`config.mk`:
```
export PLATFORM = sky130hd
export DESIGN_NAME = vec_prio_core
export DESIGN_NICKNAME = d
export VERILOG_FILES = /design/src/rtl/vp_pkg.sv /design/src/rtl/vp_hifind.sv /design/src/rtl/vp_ppr.sv /design/src/rtl/vp_accept.sv /design/src/rtl/vec_prio_core.sv
export SDC_FILE = /design/constraint.sdc
export NUM_CORES = 2
export LEC_CHECK = 0
export BUFFER_PORTS_ARGS = -buffer_cell sky130_fd_sc_hd__clkbuf_2
export CORE_UTILIZATION = 50
export DETAILED_ROUTE_END_ITERATION = 8
export PLACE_DENSITY = 0.73
export SLEW_MARGIN = 20
export SYNTH_ARGS = -nofsm -noshare
export SYNTH_HDL_FRONTEND = slang
export SYNTH_SLANG_ARGS = --single-unit
```
`constraint.sdc`:
```
create_clock -name clk -period 8.2 [get_ports clk]
set_input_delay 0.41 -clock clk [delete_from_list [all_inputs] [get_ports clk]]
set_output_delay 0.41 -clock clk [all_outputs]
set_load 0.005 [all_outputs]
```
`src/rtl/vp_pkg.sv`:
```
package vp_pkg;

    // Acceptance state of the core
    typedef enum logic [1:0] {
        ACC_OFF  = 2'd0,
        ACC_IDLE = 2'd1,
        ACC_HELD = 2'd2,
        ACC_PEND = 2'd3
    } acc_state_t;

    // Offsets of the control flags above the vector field of the spurious register
    localparam int SVR_EN_OFS   = 0;
    localparam int SVR_DEOI_OFS = 4;
    localparam int SVR_PAD      = 8;

endpackage

```
`src/rtl/vp_hifind.sv`:
```
module vp_hifind #(
    parameter int NBITS  = 256,
    parameter int WORD_W = 32,
    localparam int IDX_W = $clog2(NBITS),
    localparam int BIT_W = $clog2(WORD_W),
    localparam int NWORD = NBITS / WORD_W
) (
    input  logic [NBITS-1:0] bits,
    output logic             found,
    output logic [IDX_W-1:0] idx
);

    logic [NWORD-1:0]       w_any;
    logic [NWORD*BIT_W-1:0] w_idx;

    function automatic logic [BIT_W-1:0] top_bit(input logic [WORD_W-1:0] v);
        logic [BIT_W-1:0] r;
        r = '0;
        for (int b = 0; b < WORD_W; b++) begin
            if (v[b]) r = BIT_W'(b);
        end
        return r;
    endfunction

    for (genvar w = 0; w < NWORD; w++) begin : g_word
        assign w_any[w]                 = |bits[w*WORD_W +: WORD_W];
        assign w_idx[w*BIT_W +: BIT_W]  = top_bit(bits[w*WORD_W +: WORD_W]);
    end

    // Later (higher) words override earlier ones
    always_comb begin
        found = 1'b0;
        idx   = '0;
        for (int w = 0; w < NWORD; w++) begin
            if (w_any[w]) begin
                found = 1'b1;
                idx   = IDX_W'(w * WORD_W) + IDX_W'(w_idx[w*BIT_W +: BIT_W]);
            end
        end
    end

endmodule

```
`src/rtl/vp_ppr.sv`:
```
module vp_ppr #(
    parameter int VEC_W = 8,
    parameter int CLS_W = 4
) (
    input  logic [VEC_W-1:0] tpr,
    input  logic             isr_found,
    input  logic [VEC_W-1:0] isr_idx,
    output logic [VEC_W-1:0] ppr
);

    localparam int SUB_W = VEC_W - CLS_W;

    logic [CLS_W-1:0] tpr_cls;
    logic [CLS_W-1:0] isr_cls;

    assign tpr_cls = tpr[VEC_W-1 -: CLS_W];
    assign isr_cls = isr_found ? isr_idx[VEC_W-1 -: CLS_W] : '0;

    always_comb begin
        if (tpr_cls >= isr_cls) ppr = tpr;
        else                    ppr = {isr_cls, {SUB_W{1'b0}}};
    end

endmodule

```
`src/rtl/vp_accept.sv`:
```
module vp_accept
    import vp_pkg::*;
#(
    parameter int VEC_W = 8,
    parameter int CLS_W = 4
) (
    input  logic             sw_en,
    input  logic             irr_found,
    input  logic [VEC_W-1:0] irr_idx,
    input  logic [VEC_W-1:0] ppr,
    output acc_state_t       nxt
);

    logic masked;

    assign masked = (ppr != '0) &&
                    (irr_idx[VEC_W-1 -: CLS_W] <= ppr[VEC_W-1 -: CLS_W]);

    always_comb begin
        if (!sw_en)          nxt = ACC_OFF;   // disable
        else if (!irr_found) nxt = ACC_IDLE;  // drain
        else if (masked)     nxt = ACC_HELD;  // mask
        else                 nxt = ACC_PEND;  // post / unmask
    end

endmodule

```
`src/rtl/vec_prio_core.sv`:
```
module vec_prio_core
    import vp_pkg::*;
#(
    parameter int NUM_VEC = 256,
    parameter int WORD_W  = 32,
    parameter int CLS_W   = 4,
    localparam int VEC_W  = $clog2(NUM_VEC),
    localparam int SVR_W  = VEC_W + SVR_PAD
) (
    input  logic             clk,
    input  logic             rst_n,
    input  logic             req_valid,
    input  logic [VEC_W-1:0] req_vec,
    input  logic             req_level,
    input  logic             tpr_we,
    input  logic [VEC_W-1:0] tpr_wdata,
    input  logic             svr_we,
    input  logic [SVR_W-1:0] svr_wdata,
    input  logic             ack,
    input  logic             eoi,
    output logic             irq_pending,
    output logic [VEC_W-1:0] irq_vector,
    output logic [VEC_W-1:0] ppr,
    output logic             ack_rsp_valid,
    output logic             ack_rsp_none,
    output logic [VEC_W-1:0] ack_rsp_vec,
    output logic             eoi_bc_valid,
    output logic [VEC_W-1:0] eoi_bc_vec
);

    localparam int EN_BIT   = VEC_W + SVR_EN_OFS;
    localparam int DEOI_BIT = VEC_W + SVR_DEOI_OFS;

    // Architectural state
    logic [NUM_VEC-1:0] irr_q, isr_q, tmr_q;
    logic [VEC_W-1:0]   tpr_q, spv_q;
    logic               sw_en_q, deoi_q;
    acc_state_t         state_q;
    logic [VEC_W-1:0]   win_q, ppr_q;

    // Next-state values
    logic [NUM_VEC-1:0] irr_d, isr_d, tmr_d;
    logic [VEC_W-1:0]   tpr_d, spv_d;
    logic               sw_en_d, deoi_d;
    acc_state_t         state_d;
    logic [VEC_W-1:0]   ppr_d;

    logic               cur_isr_found;
    logic [VEC_W-1:0]   cur_isr_idx;
    logic               nxt_irr_found, nxt_isr_found;
    logic [VEC_W-1:0]   nxt_irr_idx, nxt_isr_idx;
    logic               ack_take, eoi_hit;
    logic               svr_unused;

    assign svr_unused = ^{svr_wdata[SVR_W-1:DEOI_BIT+1], svr_wdata[DEOI_BIT-1:EN_BIT+1]};

    // Highest in-service vector before this cycle's updates (EOI target)
    vp_hifind #(.NBITS(NUM_VEC), .WORD_W(WORD_W)) u_find_cur_isr (
        .bits (isr_q),
        .found(cur_isr_found),
        .idx  (cur_isr_idx)
    );

    assign ack_take = ack && (state_q == ACC_PEND);
    assign eoi_hit  = eoi && cur_isr_found;

    // Array and register updates; request set wins over acknowledge clear
    always_comb begin
        irr_d = irr_q;
        isr_d = isr_q;
        tmr_d = tmr_q;
        if (ack_take) irr_d[win_q] = 1'b0;
        if (req_valid) begin
            irr_d[req_vec] = 1'b1;
            tmr_d[req_vec] = req_level;
        end
        if (eoi_hit)  isr_d[cur_isr_idx] = 1'b0;
        if (ack_take) isr_d[win_q]       = 1'b1;
        tpr_d   = tpr_we ? tpr_wdata : tpr_q;
        spv_d   = svr_we ? svr_wdata[VEC_W-1:0] : spv_q;
        sw_en_d = svr_we ? svr_wdata[EN_BIT]    : sw_en_q;
        deoi_d  = svr_we ? svr_wdata[DEOI_BIT]  : deoi_q;
    end

    vp_hifind #(.NBITS(NUM_VEC), .WORD_W(WORD_W)) u_find_irr (
        .bits (irr_d),
        .found(nxt_irr_found),
        .idx  (nxt_irr_idx)
    );

    vp_hifind #(.NBITS(NUM_VEC), .WORD_W(WORD_W)) u_find_isr (
        .bits (isr_d),
        .found(nxt_isr_found),
        .idx  (nxt_isr_idx)
    );

    vp_ppr #(.VEC_W(VEC_W), .CLS_W(CLS_W)) u_ppr (
        .tpr      (tpr_d),
        .isr_found(nxt_isr_found),
        .isr_idx  (nxt_isr_idx),
        .ppr      (ppr_d)
    );

    vp_accept #(.VEC_W(VEC_W), .CLS_W(CLS_W)) u_accept (
        .sw_en    (sw_en_d),
        .irr_found(nxt_irr_found),
        .irr_idx  (nxt_irr_idx),
        .ppr      (ppr_d),
        .nxt      (state_d)
    );

    // State register
    always_ff @(posedge clk) begin
        if (!rst_n) state_q <= ACC_OFF;
        else        state_q <= state_d;
    end

    // Data registers and responses
    always_ff @(posedge clk) begin
        if (!rst_n) begin
            irr_q         <= '0;
            isr_q         <= '0;
            tmr_q         <= '0;
            tpr_q         <= '0;
            spv_q         <= '0;
            sw_en_q       <= 1'b0;
            deoi_q        <= 1'b0;
            win_q         <= '0;
            ppr_q         <= '0;
            ack_rsp_valid <= 1'b0;
            ack_rsp_none  <= 1'b0;
            ack_rsp_vec   <= '0;
            eoi_bc_valid  <= 1'b0;
            eoi_bc_vec    <= '0;
        end else begin
            irr_q         <= irr_d;
            isr_q         <= isr_d;
            tmr_q         <= tmr_d;
            tpr_q         <= tpr_d;
            spv_q         <= spv_d;
            sw_en_q       <= sw_en_d;
            deoi_q        <= deoi_d;
            win_q         <= nxt_irr_idx;
            ppr_q         <= ppr_d;
            ack_rsp_valid <= ack;
            unique case (state_q)
                ACC_PEND: begin
                    ack_rsp_none <= 1'b0;
                    ack_rsp_vec  <= win_q;
                end
                ACC_HELD: begin
                    ack_rsp_none <= 1'b0;
                    ack_rsp_vec  <= spv_q;
                end
                ACC_OFF, ACC_IDLE: begin
                    ack_rsp_none <= ack;
                    ack_rsp_vec  <= '0;
                end
                default: begin
                    ack_rsp_none <= 1'b0;
                    ack_rsp_vec  <= '0;
                end
            endcase
            eoi_bc_valid  <= eoi_hit && tmr_q[cur_isr_idx] && !deoi_q;
            eoi_bc_vec    <= cur_isr_idx;
        end
    end

    assign irq_pending = (state_q == ACC_PEND);
    assign irq_vector  = win_q;
    assign ppr         = ppr_q;

    // ---------------- assertions ----------------
    assert_req_sets_R2: assert property (@(posedge clk) disable iff (!rst_n)
        req_valid |=> (irr_q[$past(req_vec)] && (tmr_q[$past(req_vec)] == $past(req_level))));

    assert_pend_enabled_R5: assert property (@(posedge clk) disable iff (!rst_n)
        irq_pending |-> (sw_en_q && irr_q[irq_vector]));

    assert_pend_above_ppr_R6: assert property (@(posedge clk) disable iff (!rst_n)
        irq_pending |-> ((ppr == '0) ||
                         (irq_vector[VEC_W-1 -: CLS_W] > ppr[VEC_W-1 -: CLS_W])));

    assert_ack_moves_R7: assert property (@(posedge clk) disable iff (!rst_n)
        (ack && irq_pending) |=> (isr_q[$past(irq_vector)] && !ack_rsp_none &&
                                  (ack_rsp_vec == $past(irq_vector))));

    assert_bc_follows_eoi_R9: assert property (@(posedge clk) disable iff (!rst_n)
        eoi_bc_valid |-> ($past(eoi) && !isr_q[eoi_bc_vec]));

    assert_eoi_empty_R10: assert property (@(posedge clk) disable iff (!rst_n)
        (eoi && !cur_isr_found) |=> (!eoi_bc_valid && (isr_q == $past(isr_q) || $past(ack))));

endmodule

```
==> Word level (Yosys, flattened, before mapping) <==
Index checks and enable logic that the tools add are counted.
{ "op_classes": {"n_addsub": 21, "mul": 0, "div": 0, "magnitude_cmp": 8, "n_eq_ne": 3, "shift": 0, "n_mux": 813, "bitwise_logic": 6, "n_reduce_logical": 39} }
{ "ops": {"columns": ["operator", "n"], "rows": [
  ["$mux 5", 387],
  ["$mux 256", 4],
  ["$mux 4", 193],
  ["$reduce_or 32->1", 24],
  ["$and 256x256->256", 2],
  ["$not 256->256", 2],
  ["$or 256x256->256", 2],
  ["$mux 3", 96],
  ["$bwmux 256", 1],
  ["$mux 8", 23],
  ["$mux 2", 48],
  ["$mux 1", 55],
  ["$add 7x5->8 const A", 6],
  ["$add 8x5->8 const A", 6],
  ["$lt 8x9->1 const B", 3],
  ["$add 7x6->8 const A", 3],
  ["$demux 1 s8", 3],
  ["$ge 8x1->1 const B", 3],
  ["$pmux 8 s3", 1],
  ["$add 6x5->7 const A", 3],
  ["$add 6x6->7 const A", 3],
  ["$bmux 1 s8", 1],
  ["$logic_and 1x1->1", 8],
  ["$reduce_bool 8->1", 1],
  ["10 further kinds", 12]
]} }
{ "totals": {"regBits": 823, "latch_bits": 0, "ram_bits": 0, "romBits": 0, "input_bits": 40, "out_inout_bits": 36, "wordCells": 906, "n_memories": 0} }

==> Logic depth before layout (Yosys ltp) <==
{ "depth": {"word_depth": 94, "depth_mapped": 38, "depth_no_buf": 33} }

==> Cells and area by module <==
From an unflattened synthesis, not the netlist that was laid out.
{ "unflattened": {"cells_unflattened": 5691, "area_unflattened_um2": 44293.7} }
{ "by_module_without_submodules": {"columns": ["module", "instances", "cells_per_inst", "area_per_inst_um2", "seq_area_each_um2"], "rows": [
  ["vec_prio_core", 1, 4028, 34642.0, 16475.8],
  ["vp_hifind", 3, 540, 3101.7, 0.0],
  ["vp_ppr", 1, 25, 211.5, 0.0],
  ["vp_accept", 1, 18, 135.1, 0.0]
]} }

==> Worst setup path before layout <==
Ideal clock, no wire load.
{ "synth_timing": {"kind": "register to register", "from": "reg isr_q[178]", "to": "reg state_q[0]", "setup_ns": 0.124, "t_arrival_ns": 7.344, "required_ns": 8.076, "slack_ns": 0.732, "path_stages_with_launch": 34, "path_buffers": 2, "period_less_slack_ns": 7.468, "path_cell_list": "dfxtp_1 or4_4 or4_4 or4_1 buf_2 a311o_1 o211ai_2 nand2_4 buf_6 or4_1 a22o_1 nor4_2 and4_1 nand2_1 or4_4 a31oi_4 nor3_1 or2_1 ha_1 nand2b_1 a21o_1 a21o_1 a21oi_1 nand2_1 o21ai_1 ha_1 nor2b_1 o21ai_0 nand2b_1 a21oi_1 a41o_1 nand2_1 nand2_1 o41ai_2"} }
{ "synth_between": {"elab_chain_len": 73, "word_cells_on_any_way": 305, "cone_classes": "add/sub (8); order compare (4); mux (277); bitwise (3); reduce/logical (13)"} }
{ "synth_lines": {"columns": ["item", "line_no", "rtl"], "rows": [
  ["start, declared", "vec_prio_core.sv:35", "logic [NUM_VEC-1:0] irr_q, isr_q, tmr_q;"],
  ["start signal, assigned", "vec_prio_core.sv:137", "isr_q <= isr_d;"],
  ["$mux 5 (14 in series)", "vp_hifind.sv:20", "if (v[b]) r = BIT_W'(b);"],
  ["$add 8x5->8", "vp_hifind.sv:37", "idx = IDX_W'(w * WORD_W) + IDX_W'(w_idx[w*BIT_W +: BIT_W]);"],
  ["$mux 8 (3 in series)", "vp_hifind.sv:35", "if (w_any[w]) begin"],
  ["$lt 8x9->1 (implied by the code) or $ge 8x1->1 (tied branches)", "vec_prio_core.sv:77", "if (eoi_hit) isr_d[cur_isr_idx] = 1'b0;"],
  ["$logic_and 1x1->1 (implied by the code)", "vec_prio_core.sv:77", null],
  ["$mux 1 (implied by the code)", "vec_prio_core.sv:77", null],
  ["$demux 1 s8", "vec_prio_core.sv:77", null],
  ["$not 256->256 (no source line)", null, null],
  ["(+36 left out)", null, null],
  ["$mux 8 (7 in series)", "vp_hifind.sv:35", null],
  ["$mux 4 (*)", "vp_ppr.sv:17", "assign isr_cls = isr_found ? isr_idx[VEC_W-1 -: CLS_W] : '0;"],
  ["$ge 4x4->1", "vp_ppr.sv:20", "if (tpr_cls >= isr_cls) ppr = tpr;"],
  ["$mux 8 (*)", "vp_ppr.sv:20", null],
  ["$le 4x4->1 or $reduce_bool 8->1 (tied branches)", "vp_accept.sv:17, vp_accept.sv:16", null],
  ["$logic_and 1x1->1 (*)", "vp_accept.sv:16", "assign masked = (ppr != '0) &&"],
  ["$mux 1 (*)", "vp_accept.sv:22", "else if (masked) nxt = ACC_HELD;"],
  ["$mux 1 (*)", "vp_accept.sv:21", "else if (!irr_found) nxt = ACC_IDLE;"],
  ["end signal, assigned", "vec_prio_core.sv:115", "else state_q <= state_d;"],
  ["end, declared", "vec_prio_core.sv:38", "acc_state_t state_q;"]
]} }
Every way passes the cells marked *; elsewhere a longest branch is shown, timed or not.
A chain may end at the register's enable or synchronous reset.

==> Final worst setup path <==
{ "layout_timing": {"from": "reg isr_q[255]", "to": "reg state_q[0]"} }
{ "layout_between": {"elab_chain_len": 58, "word_cells_on_any_way": 288, "cone_classes": "add/sub (8); order compare (4); mux (260); bitwise (3); reduce/logical (13)"} }
{ "layout_lines": {"columns": ["item", "line_no"], "rows": [
  ["$mux 5", "vp_hifind.sv:20"],
  ["$add 6x6->7", "vp_hifind.sv:37"],
  ["$mux 8", "vp_hifind.sv:35"],
  ["$lt 8x9->1 (implied by the code) or $ge 8x1->1 (tied branches)", "vec_prio_core.sv:77"],
  ["$logic_and 1x1->1 (implied by the code)", "vec_prio_core.sv:77"],
  ["$mux 1 (implied by the code)", "vec_prio_core.sv:77"],
  ["$demux 1 s8", "vec_prio_core.sv:77"],
  ["$not 256->256 (no source line)", null],
  ["(+36 left out)", null],
  ["$mux 8 (7 in series)", "vp_hifind.sv:35"],
  ["$mux 4 (*)", "vp_ppr.sv:17"],
  ["$ge 4x4->1", "vp_ppr.sv:20"],
  ["$mux 8 (*)", "vp_ppr.sv:20"],
  ["$le 4x4->1 or $reduce_bool 8->1 (tied branches)", "vp_accept.sv:17, vp_accept.sv:16"],
  ["$logic_and 1x1->1 (*)", "vp_accept.sv:16"],
  ["$mux 1 (*)", "vp_accept.sv:22"],
  ["$mux 1 (*)", "vp_accept.sv:21"]
]} }
Marked as above.

==> results.txt <==
Status - completed
Synthesized area per cell - 7.55 µm²
Worst-skew pair later-pin latency - 670 ps
Yosys warns - 0
Adder-Cell Fraction of Synth Area - 0.00234
Total Wirelength - 205000 µm
Worst-margin pin slew - 1250 ps
Flop pwr share - 0.452
Placed cells - 6895
Final worst-path cycle share - 0.975
Share of post-route cells with drive strength above 1 - 0.148
Multi-input logic area - 24800 µm²
Clk sinks - 823
DIE HEIGHT - 294 µm
P_sw - 2.39 mW
CP dominant cell by count - buf_4
WL/cell - 29.0 µm
Main combinational cell family by area after synthesis - simple AND/OR/NAND/NOR gates
Number of core rows - 106
PortBufs - 69
Post-synth EDFFs - 0
Main synth FF type - dfxtp_1
Nets - 5917
HP Class - in -> reg
Gate family responsible for the most delay along the worst path - simple AND/OR/NAND/NOR gates
Power density cells - 179 nW/µm²
Crit path buffers/inverters - 9
Switching Fraction - 0.266
GRT Resource Usage Total - 0.458
Peak Freq - 125 MHz
Pre-antenna DRT Iters - 6
Critical path class - reg -> reg
RePlAce Congestion - 1.10
Post-synthesis simple-gate area fraction - 0.281
Share of flip-flops with an asynchronous set or reset - 0
Initial core utilization - 0.508
Setup Viol. Count Final - 0
Slew Viols, Final - 0
Sequential area share after synthesis - 0.386
Die area - 86600 µm²
Largest net degree at the start of global routing - 131
Sum Neg Setup Slack - 0 ps
Synthesized net count - 5709
Max-cap check violation count - 0
Crit path capture type - flip-flop
Int Power - 6.60 mW
Critical Path AT - 8540 ps
TritonCTS clock tree - yes
Io pins - 76
Post-synthesis xor/xnor area fraction - 0
ANT nets after route - 0
Fraction of synthesized area in multiplexers - 0.0193
Final non-filler cell total - 7076
Clock Pin Slew Worst Setup and Hold Paths - 60 ps
Critical Path RT - 8750 ps
DRC violations left - 0
Unique masters post-synth - 92
Logic pwr share - 0.085
Chip Width - 294 µm
Num CTS Buffers - 90
Core Area - 84100 µm²
CTS Root Cell - clkbuf_16
Detail Placement HPWL - 144000 µm
Rel. slew slack - 0.162
Leak pwr - 19.1 nW
Crit-path max cell delay - 500 ps
Post-Syn Instances - 5661
Slowest cell on the critical path - nor4_1
Via-to-Cell Ratio - 6.94
CP Max Fanout - 25
Initial antenna violation count - 12
Post-synthesis compound-gate area fraction - 0.261
First-pass GRT wire length - 294000 µm
Register area - 16500 µm²
VDD IR max - 0.000201 V
Tmin final - 7990 ps
Overflow after GRT - 0
Clock share of power - 0.463
Mapped cell area - 42700 µm²
Synth Register Bits - 823
Clock buffer depth - 3
Vias - 49100
Layout area overhead - 17.6%
Initial detailed-routing violation count - 7505
Clk_skew - 28.7 ps
Endpoints failing hold - 0
Vias in the first global route - 44000
H-tree depth - 3
Crit path launch type - flip-flop
Fillers - 7846
-- per-stage QoR --
stage	util	setup slack [ps]	area (µm²)	total power, mW	hold slack [ps]
after floorplan	-	732	42700	4.51	436
after global placement	0.556	-196	46700	4.85	444
after detailed placement	0.556	-138	46700	4.85	447
after CTS	0.592	6.87	49800	8.92	6.39
after global routing	0.597	-49.5	50200	9.15	12.7
final	0.598	207	50200	8.99	14.4
-- state kept, by name (all words and copies together), names as in the netlist --
signal         count
ack_rsp_none       1
ack_rsp_valid      1
ack_rsp_vec        8
deoi_q             1
eoi_bc_valid       1
eoi_bc_vec         8
irq_vector         8
irr_q            256
isr_q            256
ppr                8
spv_q              8
state_q            2
sw_en_q            1
tmr_q            256
tpr_q              8
-- power groups by stage --
| stage | Combinational (mW) | Clock (mW) | Sequential [mW] |
|---|---|---|---|
| after floorplan | 0.387 | 0 | 4.12 |
| after global placement | 0.700 | 0 | 4.15 |
| after detailed placement | 0.703 | 0 | 4.15 |
| after CTS | 0.709 | 4.16 | 4.06 |
| after global routing | 0.768 | 4.32 | 4.06 |
| final | 0.765 | 4.17 | 4.06 |
-- layout by cell type, fill, tap and decap left out, types with 44 or more instances in the layout --
cell,n
mux2i_1,69
inv_1,87
and2_1,248
clkbuf_2,67
o41ai_1,134
a31oi_1,48
o21ai_0,459
buf_4,502
clkbuf_16,92
a22oi_1,60
nor2_1,406
dfxtp_1,822
a311oi_1,58
o31ai_1,44
nor4_1,128
nand4_1,108
nand2_1,804
nor3_1,118
a22o_1,92
nand3_1,299
a21oi_1,563
and3_1,73
-- final timing paths --
check / from / endpoint / slack (ps) / depth (start not counted)
setup / recovery: isr_q[255]$_SDFF_PN0_ / state_q[0]$_SDFF_PN0_ / 210 / 40
hold / removal: ack / ack_rsp_valid$_SDFF_PN0_ / 10 / 2
setup reg to reg: isr_q[255]$_SDFF_PN0_ / state_q[0]$_SDFF_PN0_ / 210 / 40
hold reg to reg: tmr_q[29]$_SDFFE_PN0P_ / tmr_q[29]$_SDFFE_PN0P_ / 460 / 2
-- kinds of logic after synthesis --
| logic type | count (synthesis) |
|---|---|
| flip-flops | 823 |
| buffers and inverters | 553 |
| AO/OA/AOI/OAI | 1748 |
| AND/OR/NAND/NOR | 2454 |
| multiplexers | 75 |
| adder cells (fa/ha/maj) | 8 |
-- metal layers --
metal  up-vias  routed length (µm)  track usage
met3       965               30000        0.143
li1      21200                   -            -
met5         -                  96            0
met2      3851               81800        0.640
met1     23000               77400        0.601
met4        14               16000        0.309
-- synth_stat cells, types with 27 or more instances --
| library cell | n | share of area |
|---|---|---|
| mux2i_1 | 69 | 0.016 |
| and3_1 | 73 | 0.011 |
| nor3_1 | 146 | 0.017 |
| nor2b_1 | 27 | 0.0040 |
| or4_1 | 32 | 0.0056 |
| and2_1 | 251 | 0.037 |
| nand4_1 | 108 | 0.016 |
| nand2b_1 | 39 | 0.0057 |
| o41ai_1 | 159 | 0.033 |
| buf_1 | 57 | 0.0050 |
| a31oi_1 | 48 | 0.0070 |
| nand2_1 | 808 | 0.071 |
| nor2_1 | 413 | 0.036 |
| buf_2 | 31 | 0.0036 |
| clkbuf_1 | 371 | 0.033 |
| nand3_1 | 300 | 0.035 |
| nor4_1 | 141 | 0.021 |
| a311oi_1 | 59 | 0.012 |
| dfxtp_1 | 823 | 0.39 |
| o21ai_0 | 462 | 0.054 |
| inv_1 | 88 | 0.0077 |
| o31ai_1 | 47 | 0.0083 |
| a21oi_1 | 565 | 0.066 |
| a22o_1 | 92 | 0.019 |
| a22oi_1 | 60 | 0.011 |
-- area by class of cell --
class                           count  share of cell area
Inverter                           88             0.00672
Sequential cell                   823               0.328
Antenna cell                        4            0.000199
Clock inverter                     28             0.00692
Clock buffer                      133              0.0519
Timing Repair Buffer              581              0.0847
Multi-Input combinational cell   4285               0.493
Tap cell                         1134              0.0282
-- repair_timing --
item,4_1_cts,5_1_grt
endpoints found under the setup margin,1,1
gates resized for setup,2,67
pin swaps,1,13
setup buffers,0,10
endpoints found under the hold margin,6,0
hold buffers,6,0
Power figures use the tool's default switching activity.
